$ cat src/rtl/lrc_pkg.sv
package lrc_pkg;

    // Per-bin classification produced by the sample classifier
    typedef struct packed {
        logic is_m180;   // phase at -180 deg: re < 0, im > 0
        logic is_m45;    // phase at -45 deg: re > 0, im < 0, |re| > |im|
        logic below_one; // squared magnitude below unity
        logic above_one; // squared magnitude above unity
    } bin_cls_t;

endpackage

$ cat src/rtl/lrc_scan.sv
module lrc_scan #(
    parameter int NBINS = 1024,
    localparam int AW = $clog2(NBINS)
) (
    input  logic          clk,
    input  logic          rst_n,
    input  logic          start,
    output logic          launch,
    output logic          busy,
    output logic          rd_en,
    output logic [AW-1:0] addr,
    output logic          vld,
    output logic [AW-1:0] vbin,
    output logic          last
);

    localparam logic [AW-1:0] LAST_BIN = AW'(NBINS - 1);

    typedef struct packed {
        logic          busy;
        logic          rd;
        logic [AW-1:0] addr;
        logic          vld;
        logic [AW-1:0] vbin;
    } scan_st_t;

    scan_st_t st_q, st_d;

    assign launch = start && !st_q.busy;
    assign last   = st_q.vld && (st_q.vbin == LAST_BIN);

    always_comb begin
        st_d      = st_q;
        // RAM data for the address issued this cycle arrives next cycle
        st_d.vld  = st_q.rd;
        st_d.vbin = st_q.addr;
        if (launch) begin
            st_d.busy = 1'b1;
            st_d.rd   = 1'b1;
            st_d.addr = AW'(1);
        end else if (st_q.rd) begin
            if (st_q.addr == LAST_BIN) begin
                st_d.rd = 1'b0;
            end else begin
                st_d.addr = st_q.addr + 1'b1;
            end
        end
        if (last) begin
            st_d.busy = 1'b0;
        end
    end

    always_ff @(posedge clk or negedge rst_n) begin
        if (!rst_n) begin
            st_q <= '0;
        end else begin
            st_q <= st_d;
        end
    end

    assign busy  = st_q.busy;
    assign rd_en = st_q.rd;
    assign addr  = st_q.addr;
    assign vld   = st_q.vld;
    assign vbin  = st_q.vbin;

    // Consecutive reads walk the bins upward one at a time
    assert_addr_step_R2: assert property (@(posedge clk) disable iff (!rst_n)
        rd_en && $past(rd_en) |-> addr == $past(addr) + 1'b1);

    // A launch starts reading at bin 1, never at dc
    assert_first_bin_R9: assert property (@(posedge clk) disable iff (!rst_n)
        launch |=> rd_en && addr == AW'(1));

    assert_no_dc_read_R9: assert property (@(posedge clk) disable iff (!rst_n)
        rd_en |-> addr != '0);

endmodule

$ cat src/rtl/lrc_classify.sv
module lrc_classify
    import lrc_pkg::*;
#(
    parameter int DW   = 18,
    parameter int FRAC = 14,
    localparam int MW  = 2 * DW + 1
) (
    input  logic signed [DW-1:0] re,
    input  logic signed [DW-1:0] im,
    output bin_cls_t             cls,
    output logic [MW-1:0]        mag2
);

    localparam logic [MW-1:0] UNITY2 = MW'(1) << (2 * FRAC);

    logic signed [2*DW-1:0] re_x, im_x, re_sq, im_sq;
    logic [DW:0] re_mag, im_neg_mag;
    logic re_neg, re_pos, im_neg, im_pos;

    always_comb begin
        re_x   = {{DW{re[DW-1]}}, re};
        im_x   = {{DW{im[DW-1]}}, im};
        re_sq  = re_x * re_x;
        im_sq  = im_x * im_x;
        mag2   = {1'b0, re_sq} + {1'b0, im_sq};

        re_neg = re[DW-1];
        im_neg = im[DW-1];
        re_pos = !re[DW-1] && (re != '0);
        im_pos = !im[DW-1] && (im != '0);

        // Only used when re > 0 and im < 0
        re_mag     = {1'b0, re};
        im_neg_mag = -{im[DW-1], im};

        cls.is_m180   = re_neg && im_pos;
        cls.is_m45    = re_pos && im_neg && (re_mag > im_neg_mag);
        cls.below_one = mag2 < UNITY2;
        cls.above_one = mag2 > UNITY2;
    end

endmodule

$ cat src/rtl/lrc_verdict.sv
module lrc_verdict
    import lrc_pkg::*;
#(
    parameter int NBINS = 1024,
    parameter int DW    = 18,
    localparam int AW   = $clog2(NBINS),
    localparam int MW   = 2 * DW + 1
) (
    input  logic          clk,
    input  logic          rst_n,
    input  logic          launch,
    input  logic          vld,
    input  logic [AW-1:0] vbin,
    input  logic          last,
    input  bin_cls_t      cls,
    input  logic [MW-1:0] mag2,
    input  logic [AW-1:0] tgt_bin,
    input  logic [MW-1:0] gm_lim,
    output logic          done,
    output logic          gm_ok,
    output logic          xover_ok,
    output logic          flat_ok,
    output logic          pass
);

    typedef struct packed {
        logic [AW-1:0] tgt;
        logic [MW-1:0] lim;
        logic          seen180;
        logic          gm_bad;
        logic          seen45;
        logic          flat_bad;
        logic          xo_bad;
        logic          done;
        logic          gm_ok;
        logic          xo_ok;
        logic          fl_ok;
        logic          pass;
    } vrd_st_t;

    vrd_st_t v_q, v_d;

    always_comb begin
        v_d      = v_q;
        v_d.done = 1'b0;
        if (launch) begin
            v_d          = '0;
            v_d.tgt      = tgt_bin;
            v_d.lim      = gm_lim;
        end else if (vld) begin
            if (cls.is_m180 && !v_q.seen180) begin
                v_d.seen180 = 1'b1;
                v_d.gm_bad  = !(mag2 < v_q.lim);
            end
            if (cls.is_m45 && !v_q.seen45) begin
                v_d.seen45   = 1'b1;
                v_d.flat_bad = vbin < v_q.tgt;
            end
            if ((vbin < v_q.tgt) && cls.below_one) begin
                v_d.xo_bad = 1'b1;
            end
            if ((vbin > v_q.tgt) && cls.above_one) begin
                v_d.xo_bad = 1'b1;
            end
            if (last) begin
                v_d.done  = 1'b1;
                v_d.gm_ok = !v_d.gm_bad;
                v_d.xo_ok = !v_d.xo_bad;
                v_d.fl_ok = !v_d.flat_bad;
                v_d.pass  = !(v_d.gm_bad || v_d.xo_bad || v_d.flat_bad);
            end
        end
    end

    always_ff @(posedge clk or negedge rst_n) begin
        if (!rst_n) begin
            v_q <= '0;
        end else begin
            v_q <= v_d;
        end
    end

    assign done     = v_q.done;
    assign gm_ok    = v_q.gm_ok;
    assign xover_ok = v_q.xo_ok;
    assign flat_ok  = v_q.fl_ok;
    assign pass     = v_q.pass;

    // End-of-scan strobe lasts a single cycle
    assert_done_pulse_R2: assert property (@(posedge clk) disable iff (!rst_n)
        done |=> !done);

    // Results move only at a launch or while bins are being consumed
    assert_result_hold_R2: assert property (@(posedge clk) disable iff (!rst_n)
        !launch && !vld |=> $stable({gm_ok, xover_ok, flat_ok, pass}));

    // Captured target stays put for the whole scan
    assert_tgt_kept_R8: assert property (@(posedge clk) disable iff (!rst_n)
        !launch |=> $stable(v_q.tgt) && $stable(v_q.lim));

    // Only a launch clears a decided gain-margin bin
    assert_first_m180_R4: assert property (@(posedge clk) disable iff (!rst_n)
        v_q.seen180 && !launch |=> v_q.seen180 && $stable(v_q.gm_bad));

endmodule

$ cat src/rtl/loop_resp_check.sv
module loop_resp_check
    import lrc_pkg::*;
#(
    parameter int NBINS = 1024,
    parameter int DW    = 18,
    parameter int FRAC  = 14,
    localparam int AW   = $clog2(NBINS),
    localparam int MW   = 2 * DW + 1
) (
    input  logic                 clk,
    input  logic                 rst_n,
    input  logic                 start,
    input  logic [AW-1:0]        tgt_bin,
    input  logic [MW-1:0]        gm_lim,
    output logic                 ram_rd,
    output logic [AW-1:0]        ram_addr,
    input  logic signed [DW-1:0] ram_re,
    input  logic signed [DW-1:0] ram_im,
    output logic                 busy,
    output logic                 done,
    output logic                 gm_ok,
    output logic                 xover_ok,
    output logic                 flat_ok,
    output logic                 pass
);

    logic          launch_w, vld_w, last_w;
    logic [AW-1:0] vbin_w;
    bin_cls_t      cls_w;
    logic [MW-1:0] mag2_w;

    lrc_scan #(.NBINS(NBINS)) u_scan (
        .clk    (clk),
        .rst_n  (rst_n),
        .start  (start),
        .launch (launch_w),
        .busy   (busy),
        .rd_en  (ram_rd),
        .addr   (ram_addr),
        .vld    (vld_w),
        .vbin   (vbin_w),
        .last   (last_w)
    );

    lrc_classify #(.DW(DW), .FRAC(FRAC)) u_cls (
        .re   (ram_re),
        .im   (ram_im),
        .cls  (cls_w),
        .mag2 (mag2_w)
    );

    lrc_verdict #(.NBINS(NBINS), .DW(DW)) u_vrd (
        .clk      (clk),
        .rst_n    (rst_n),
        .launch   (launch_w),
        .vld      (vld_w),
        .vbin     (vbin_w),
        .last     (last_w),
        .cls      (cls_w),
        .mag2     (mag2_w),
        .tgt_bin  (tgt_bin),
        .gm_lim   (gm_lim),
        .done     (done),
        .gm_ok    (gm_ok),
        .xover_ok (xover_ok),
        .flat_ok  (flat_ok),
        .pass     (pass)
    );

    // No reads are issued once the scan has reported
    assert_quiet_after_done_R2: assert property (@(posedge clk) disable iff (!rst_n)
        done |-> !ram_rd && !busy);

    // A start during a scan does not restart the address walk
    assert_start_ignored_R8: assert property (@(posedge clk) disable iff (!rst_n)
        busy && start && ram_rd |=> ram_addr != AW'(1));

endmodule

$ cat config.mk
export PLATFORM = sky130hd
export DESIGN_NAME = loop_resp_check
export DESIGN_NICKNAME = d
export VERILOG_FILES = /design/src/rtl/lrc_pkg.sv /design/src/rtl/lrc_scan.sv /design/src/rtl/lrc_classify.sv /design/src/rtl/lrc_verdict.sv /design/src/rtl/loop_resp_check.sv
export SDC_FILE = /design/constraint.sdc
export NUM_CORES = 2
export LEC_CHECK = 0
export BUFFER_PORTS_ARGS = -buffer_cell sky130_fd_sc_hd__buf_2
export CAP_MARGIN = 0
export CORE_AREA = 2 2 273 275
export DETAILED_ROUTE_END_ITERATION = 8
export DIE_AREA = 0 0 275 277
export GPL_ROUTABILITY_DRIVEN = 0
export GPL_TIMING_DRIVEN = 0
export PLACE_DENSITY = 0.53
export SLEW_MARGIN = 15
export SYNTH_ARGS = -nofsm -noshare
export SYNTH_HDL_FRONTEND = slang
export SYNTH_SLANG_ARGS = --single-unit
$ cat constraint.sdc
create_clock -name clk -period 3.25 [get_ports clk]
set_input_delay 0.65 -clock clk [delete_from_list [all_inputs] [get_ports clk]]
set_output_delay 0.65 -clock clk [all_outputs]
set_load 0.03 [all_outputs]
==> run summary <==
Period minus WS final: 9.76 ns
Ys async rst share: 1.00
Area leader, netlist: fa_1
Compound-Gate Fraction of Synth Area: 0.0939
Residual DRC: 0
Fin Setup TNS: -34.77 ns
Synthesized net count: 4271
Fmax: 0.102 GHz
Ys flop type: dfrtp_1
Die W: 275 um
EDFF count, synth: 0
Area Growth Syn to Fin: 17.0%
Insertion delay to the later sink of the worst-skew pair: 0.35 ns
Multiplexer share of the synthesized area: 0.00147
Post-Synth Adder-Cell Area: 0.543
Most frequent cells in the layout: inv_1 (866), fa_1 (585), nand2_1 (312)
Slew headroom: 0.429
Post-synthesis simple-gate area fraction: 0.125
H-tree Lvls: 3
Port bufs: 98
Post-synthesis xor/xnor area fraction: 0.0374
Starting Density: 0.395
Slowest cell on the critical path: fa_1
Pre-CTS setup slack: -8.28 ns
CP Launch Type: input pin
Final antenna-violating net count: 0
Routed via count: 22050
Rows: 100
Area occupied by multi-input gates: 24400 um^2
Kind of critical path: input pin to register
Final worst setup slack: -6.51 ns
Status: finished, violations left
Total GRT Usage: 0.224
Clock-pin slew on the worst setup and hold paths: 0.07 ns
Sequential area share after synthesis: 0.0690
Critical path fanouts, max: 10
Worst Max-Slew Pin Slew: 0.850 ns
Wire per inst: 18.4 um
Setup violations, final: 8
Die footprint: 76200 um^2
Drt via density: 4.94
FF/Latch Area: 2000 um^2
Slew Viols, Final: 0
Clock skew: 0.00619 ns
Most common cell after layout, fill and taps aside: inv_1
Critical path capture point type: register
I/O pin count: 103
Hpwl dp: 69500 um
Hold Vio Cnt, Final: 0
DR iter-0 viols: 1151
Post-Syn Area: 29000 um^2
Cell variety after synth: 84
Max Cap Violations: 0
Cts bufs inserted: 9
Final wirelength: 82200 um
Failing checks: setup timing
Clock Tree Buf Depth: 2
Largest net degree at the start of global routing: 49
Drt first pass iters: 5
Yosys top cell area share: 0.410
Yosys warnings: 0
Initial antenna violation count: 4
Vias in the first global route: 23172
Largest family of logic cells by synthesized area: adder cells
Core area: 73600 um^2
Clock root cell: clkbuf_16
Crit path arrival time: 10.04 ns
Fill cells: 7322
Grt total ovfl: 0
Fraction of layout cells with a size suffix above 1: 0.154
# clock sinks: 80
Worst Hold Class: input pin to asynchronous set/reset pin
Final-stage net count: 4481
# hold bufs at CTS: 0
Synthesized area per cell: 8.85 um^2
Final Cycle Share: 3.00
RSZ-0062 raised after global routing: true
TritonCTS clock tree: done
#FFs+latches synth: 80
Synth top area cells: fa_1 (41%), ha_1 (13%), inv_1 (11%)
Cell count after synthesis: 3281
Max stage delay on crit path: 0.56 ns
First-pass GRT wire length: 131000 um
Final core occ: 0.462
Crit path required time: 3.53 ns
Die Ht: 277 um
[per-stage QoR]
| step | hold slack, ns | instances | instance area (um^2) |
|---|---|---|---|
| global route | 0.261 | 4464 | 34000 |
| CTS | 0.240 | 4433 | 33000 |
| detailed placement | 0.420 | 4349 | 31100 |
| global placement | 0.426 | 4348 | 31100 |
| finish | 0.234 | 4466 | 34000 |
| floorplan | 0.354 | 3281 | 29400 |
[Yosys cell counts (all sizes together), types with 11 or more instances]
cell / number
and3: 19
or3: 18
xnor2: 87
a211oi: 21
nand2b: 17
nor4: 13
xor2: 37
o21bai: 14
nor2: 147
inv: 887
a21o: 46
nand3: 31
buf: 21
a21oi: 104
nor2b: 17
and2: 93
fa: 595
o21ai: 106
or2: 11
dfrtp: 80
nor3: 29
nand2: 326
clkbuf: 77
ha: 309
nand4: 23
o21a: 14
[metal layers]
metal,global-route usage,up-vias,wire length [um]
li1,-,10447,-
met1,0.321,11093,37400
met2,0.376,448,40100
met3,0.0213,58,3570
met4,0.0298,4,1160
met5,0,-,23
[cells by family (layout without fill, tap and decap cells)]
family / after synthesis / in the layout
AO/OA/AOI/OAI: 408 / 408
XOR/XNOR: 124 / 124
adder cells (fa/ha/maj): 904 / 904
buffers and inverters: 990 / 1204
flip-flops: 80 / 80
multiplexers: 4 / 4
other: 0 / 2
AND/OR/NAND/NOR: 771 / 771
[state kept, by name, summed over array words and instances, names as in the netlist]
signal,cells
u_scan.vld,1
u_vrd.pass,1
u_vrd.gm_ok,1
u_vrd.flat_ok,1
u_vrd.v_q,52
u_vrd.done,1
u_scan.rd_en,1
u_vrd.xover_ok,1
u_scan.vbin,10
u_scan.busy,1
u_scan.addr,10
[path summary, 6_finish.rpt]
kind | startpoint | endpoint | slack (ns) | cells after the start
setup / recovery | ram_re[14] | u_vrd.v_q[8] | -6.51 | 43
hold / removal | rst_n | u_vrd.done | 0.23 | 1
setup reg to reg | u_vrd.v_q[28] | u_vrd.gm_ok | 0.56 | 12
hold reg to reg | u_scan.rd_en | u_scan.vld | 0.44 | 0
max in group asynchronous | rst_n | u_vrd.v_q[15] | 2.40 | 2
min in group clk | u_scan.rd_en | u_scan.vld | 0.44 | 0
[worst max-delay path, delay by kind of cell]
family          cells  cell delay (ns)
buf+inv             9             1.07
fa+ha+maj           9             3.74
compound gates     11             1.85
xor+xnor            1             0.19
simple gates       13             2.50
[area by class of cell]
type                    instances  area share
diodes                          2    0.000147
clock inverters                 6     0.00272
inverters                     892      0.0996
multi-input cells            2211       0.719
plain buffers                  97      0.0346
flip-flops and latches         80      0.0589
clock buffers                   9     0.00663
well taps                     969      0.0357
repair buffers                200      0.0428
[what timing repair did]
| action | CTS | global route |
|---|---|---|
| cloned | 0 | 0 |
| setup buffers | 69 | 32 |
| gates resized for setup | 219 | 201 |
| pin swaps | 67 | 93 |
| setup endpoints to repair | 8 | 8 |
Power is left out: the tool's default activity adds up to more than one toggle a clock period on the data nets, which glitch-free logic cannot reach.
